## src/rtl/rdiv_pkg.sv

```systemverilog
// Shared types for the restoring divider.
// Assumes: nothing beyond standard SystemVerilog packages.
package rdiv_pkg;
    typedef enum logic [1:0] {
        ST_IDLE = 2'd0,
        ST_RUN  = 2'd1,
        ST_FIN  = 2'd2
    } rdiv_state_e;
endpackage

```

## src/rtl/rdiv_step.sv

```systemverilog
// One restoring-division iteration, purely combinational.
// Shifts {A,Q} left one place, subtracts M from A, and restores by adding M back
// when the trial difference is negative (its top bit set).
// Assumes: a_in is W+1 bits and its top bit is 0 on entry.
module rdiv_step #(
    parameter int W = 4
) (
    input  logic [W:0]   a_in,
    input  logic [W-1:0] q_in,
    input  logic [W-1:0] m_in,
    output logic [W:0]   a_out,
    output logic [W-1:0] q_out
);
    localparam int AW = W + 1;

    logic [AW-1:0] a_shift;
    logic [AW-1:0] m_ext;
    logic [AW-1:0] trial;
    logic [AW-1:0] restored;
    logic          negative;

    // Build the shifted partial remainder and the trial difference.
    always_comb begin
        a_shift  = {a_in[W-1:0], q_in[W-1]};
        m_ext    = {1'b0, m_in};
        trial    = a_shift - m_ext;
        restored = trial + m_ext;
        negative = trial[AW-1];
    end

    // Choose the restored or kept remainder and append the quotient bit.
    always_comb begin
        a_out = negative ? restored : trial;
        q_out = (q_in << 1) | {{(W-1){1'b0}}, ~negative};
    end
endmodule

```

## src/rtl/rdiv_ctrl.sv

```systemverilog
// Sequencer for the restoring divider.
// Accepts start only in idle, runs W iterations (none for a zero divisor),
// then holds the finish state for exactly one cycle.
// Assumes: div_is_zero is valid in the same cycle as start.
module rdiv_ctrl
    import rdiv_pkg::*;
#(
    parameter int W = 4
) (
    input  logic clk,
    input  logic rst_n,
    input  logic start,
    input  logic div_is_zero,
    output logic load,
    output logic iterate,
    output logic busy,
    output logic done
);
    localparam int CW = (W > 1) ? $clog2(W) : 1;
    localparam logic [CW-1:0] LAST = CW'(W - 1);

    rdiv_state_e   state;
    logic [CW-1:0] cnt;

    // Decode the state into the strobes used by the datapath and the ports.
    always_comb begin
        load    = start && (state == ST_IDLE);
        iterate = (state == ST_RUN);
        busy    = (state == ST_RUN);
        done    = (state == ST_FIN);
    end

    // Advance the state machine and the iteration counter.
    always_ff @(posedge clk) begin
        if (!rst_n) begin
            state <= ST_IDLE;
            cnt   <= '0;
        end else begin
            case (state)
                ST_IDLE: begin
                    cnt <= '0;
                    if (start) state <= div_is_zero ? ST_FIN : ST_RUN;
                end
                ST_RUN: begin
                    if (cnt == LAST) begin
                        state <= ST_FIN;
                        cnt   <= '0;
                    end else begin
                        cnt <= cnt + 1'b1;
                    end
                end
                ST_FIN:  state <= ST_IDLE;
                default: state <= ST_IDLE;
            endcase
        end
    end
endmodule

```

## src/rtl/rdiv_datapath.sv

```systemverilog
// Registers of the restoring divider: partial remainder A (W+1 bits),
// dividend/quotient Q and divisor M, plus the zero-divisor flag.
// Assumes: load and iterate are never high in the same cycle.
module rdiv_datapath #(
    parameter int W = 4
) (
    input  logic         clk,
    input  logic         rst_n,
    input  logic         load,
    input  logic         iterate,
    input  logic [W-1:0] dividend,
    input  logic [W-1:0] divisor,
    output logic         div_is_zero,
    output logic         div_zero,
    output logic [W-1:0] quotient,
    output logic [W-1:0] remainder
);
    logic [W:0]   a_reg;
    logic [W-1:0] q_reg;
    logic [W-1:0] m_reg;
    logic [W:0]   a_next;
    logic [W-1:0] q_next;

    // Flag a zero divisor at the input so the sequencer can skip iterating.
    always_comb div_is_zero = (divisor == '0);

    rdiv_step #(.W(W)) u_step (
        .a_in  (a_reg),
        .q_in  (q_reg),
        .m_in  (m_reg),
        .a_out (a_next),
        .q_out (q_next)
    );

    // Load operands on start, or take one iteration per running cycle.
    always_ff @(posedge clk) begin
        if (!rst_n) begin
            a_reg    <= '0;
            q_reg    <= '0;
            m_reg    <= '0;
            div_zero <= 1'b0;
        end else if (load) begin
            m_reg    <= divisor;
            div_zero <= div_is_zero;
            if (div_is_zero) begin
                a_reg <= {1'b0, dividend};
                q_reg <= '1;
            end else begin
                a_reg <= '0;
                q_reg <= dividend;
            end
        end else if (iterate) begin
            a_reg <= a_next;
            q_reg <= q_next;
        end
    end

    // Expose the quotient and the low W bits of the remainder.
    always_comb begin
        quotient  = q_reg;
        remainder = a_reg[W-1:0];
    end
endmodule

```

## src/rtl/rdiv_top.sv

```systemverilog
// Multi-cycle unsigned restoring divider, one quotient bit per cycle.
// Assumes: start is a level sampled on rising edges; operands valid with it.
module rdiv_top #(
    parameter int W = 4
) (
    input  logic         clk,
    input  logic         rst_n,
    input  logic         start,
    input  logic [W-1:0] dividend,
    input  logic [W-1:0] divisor,
    output logic         busy,
    output logic         done,
    output logic         div_zero,
    output logic [W-1:0] quotient,
    output logic [W-1:0] remainder
);
    logic load;
    logic iterate;
    logic div_is_zero;

    rdiv_ctrl #(.W(W)) u_ctrl (
        .clk         (clk),
        .rst_n       (rst_n),
        .start       (start),
        .div_is_zero (div_is_zero),
        .load        (load),
        .iterate     (iterate),
        .busy        (busy),
        .done        (done)
    );

    rdiv_datapath #(.W(W)) u_dp (
        .clk         (clk),
        .rst_n       (rst_n),
        .load        (load),
        .iterate     (iterate),
        .dividend    (dividend),
        .divisor     (divisor),
        .div_is_zero (div_is_zero),
        .div_zero    (div_zero),
        .quotient    (quotient),
        .remainder   (remainder)
    );
endmodule

```

## config.mk

```make
export PLATFORM = sky130hd
export DESIGN_NAME = rdiv_top
export DESIGN_NICKNAME = d
export VERILOG_FILES = /design/src/rtl/rdiv_pkg.sv /design/src/rtl/rdiv_step.sv /design/src/rtl/rdiv_ctrl.sv /design/src/rtl/rdiv_datapath.sv /design/src/rtl/rdiv_top.sv
export SDC_FILE = /design/constraint.sdc
export NUM_CORES = 1
export LEC_CHECK = 0
export ABC_AREA = 1
export CORE_MARGIN = 3
export CORE_UTILIZATION = 46
export DETAILED_ROUTE_END_ITERATION = 10
export DONT_BUFFER_PORTS = 1
export PLACE_DENSITY = 0.67
export SETUP_SLACK_MARGIN = 0.3
export SLEW_MARGIN = 20
export SYNTH_ARGS = -nofsm -noshare
export SYNTH_HDL_FRONTEND = slang
export SYNTH_HIERARCHICAL = 1
export SYNTH_SLANG_ARGS = --single-unit
```

## constraint.sdc

```tcl
create_clock -name clk -period 2.7 [get_ports clk]
set_input_delay 0.27 -clock clk [delete_from_list [all_inputs] [get_ports clk]]
set_output_delay 0.27 -clock clk [all_outputs]
set_load 0.03 [all_outputs]
```

==> results.json <==
{
  "yosys_warnings": 6,
  "synthCells": 167,
  "p_switching_mw": 0.386,
  "portBuffers": 0,
  "slowest_stage": "dfxtp_1",
  "area_growth_pct": 0.920,
  "grt_pass1_vias": 1072,
  "p_leak_nw": 0.559,
  "min_delay_worst_endpoint": "u_dp/m_reg[2]",
  "period_share_pct": 82.2,
  "final_util_pct": 49.4,
  "antenna_found_initial": 0,
  "syn_area_per_cell_um2": 7.33,
  "rrSetupSlack_ns": 0.48,
  "hold_path_depth": 2,
  "switching_share_pct": 44.0,
  "maxSlewViolCount": 0,
  "whs_ns": 0.112,
  "cp.arrival_ns": 2.41,
  "crit_required_ns": 2.89,
  "rows": 18,
  "drc": 0,
  "worstSetupPathType": "reg2reg",
  "drt_iter0_markers": 18,
  "start_util_pct": 48.9,
  "start_kind": "flip-flop",
  "firstDrtPassIters": 4,
  "fmax_mhz": 450,
  "min_from": "rst_n",
  "wire_per_inst_um": 13.8,
  "place_ws_ns": 0.414,
  "critPathBufInv": 1,
  "clk_latency_ns": 0.28,
  "core_area_um2": 2500,
  "final_cell_mix": "nand2_1 (28), dfxtp_1 (16), inv_1 (15)",
  "grt_max_degree": 16,
  "die-height_um": 57.6,
  "grt_pass1_wl_um": 4550,
  "rsz0062_at_grt": "no",
  "final_common_cell": "nand2_1",
  "critPathLaunch": "u_dp/a_reg[0]",
  "hold_class": "in2reg",
  "final.fill_count": 266,
  "place_hpwl_um": 2090,
  "finalNetCount": 187,
  "status": "finished clean",
  "cts_sinks": 17,
  "clkPwrFrac_pct": 14.9,
  "crit_path_max_fanout": 4,
  "postRouteAntennaNets": 0,
  "tightestPinTransition_ns": 0.599,
  "worst_r2r_endpoint": "u_dp/a_reg[2]",
  "maxSlewHeadroom_pct": 60.1,
  "antenna_cells": 0,
  "setup_viol": 0,
  "dieArea_um2": 3310,
  "grt_overflow": 0,
  "r2r-start": "u_dp/a_reg[0]",
  "hold_buffers": 0,
  "drive_above_1_share_pct": 16.0,
  "cts_max_path_buffers": 2,
  "ios": 22,
  "crit_chain": "fa_2 > fa_1 > xor2_1 > nand2_1 > nand2_1 > nand2_1 > nand3_1 > nand2_1 > inv_1",
  "clk_pin_slew_ns": 0.09,
  "synth_nets": 190,
  "power_density_nw_per_um2": 710,
  "cts-root-buf": "clkbuf_4",
  "fin_skew_ns": 0.00487,
  "crit_top_cell": "nand2_1",
  "min_period_ns": 2.22,
  "htree_num_levels": 1,
  "worstSetupEndpointType": "flip-flop",
  "max_cap_viol_count": 0,
  "via_count": 1088,
  "intPower_mw": 0.491,
  "crit_family": "adder cells",
  "peakVddDrop_mv": 0.376,
  "power_frac_seq_pct": 39.2,
  "syn_area_um2": 1220,
  "hold_violations": 0,
  "cts_tree": "yes",
  "vias_per_cell": 5.64,
  "wirelength_um": 2650,
  "report.power.total_mw": 0.877,
  "setup_tns_ns": 0,
  "cts-buffers-inserted": 3,
  "grt_usage_pct": 17.3,
  "finalWorstSetupSlack_ns": 0.480,
  "finalWeightedCongestion": 0.880,
  "combPwrFrac_pct": 45.8,
  "die_w_um": 57.6,
  "reg2reg_depth": 9,
  "max_stage_delay_ns": 0.63
}
==> through the flow <==
| step | instance area, um2 | std cells |
|---|---|---|
| after global routing | 1230 | 193 |
| after detailed placement | 1200 | 189 |
| final | 1230 | 193 |
| after global placement | 1200 | 189 |
| after CTS | 1220 | 193 |
| after floorplan | 1220 | 167 |
==> final cells by class <==
type | count | area, um2 | area share [%]
multi-input cells | 119 | 729 | 59.1
flip-flops and latches | 17 | 342 | 27.7
inverters | 20 | 77.6 | 6.28
well taps | 30 | 37.5 | 3.04
clock buffers | 4 | 26.3 | 2.13
repair buffers | 3 | 22.5 | 1.82
==> how the worst max path moves through the flow <==
stage	slack, ns	end	cells past startpoint
after detailed placement	0.41	u_dp/a_reg[3]	13
final	0.48	u_dp/a_reg[2]	9
after floorplan	0.41	u_dp/a_reg[2]	12
after global placement	0.50	u_dp/a_reg[3]	13
after CTS	0.38	u_dp/a_reg[3]	13
after global routing	0.34	u_dp/a_reg[3]	14
==> metal layers <==
| metal | wire (um) | track usage (%) | vias up |
|---|---|---|---|
| met1 | 1120 | 19.2 | 519 |
| met3 | 149 | 4.30 | 8 |
| met5 | 0 | 0 | - |
| met4 | 53 | 8.94 | 0 |
| li1 | - | - | 536 |
| met2 | 1330 | 30.2 | 25 |
==> power by group through the flow <==
stage / Combinational, mW / Clock (mW) / Sequential, mW
floorplan: 0.354 / 0 / 0.329
global placement: 0.380 / 0 / 0.348
detailed placement: 0.388 / 0 / 0.350
CTS: 0.389 / 0.137 / 0.344
global route: 0.458 / 0.145 / 0.350
finish: 0.402 / 0.131 / 0.344
==> timing repair <==
item | CTS | global route
setup endpoints to repair | 0 | 2
setup buffers | 0 | 0
gates resized for setup | 0 | 3
Note: power is estimated with default switching activity, not from simulation.
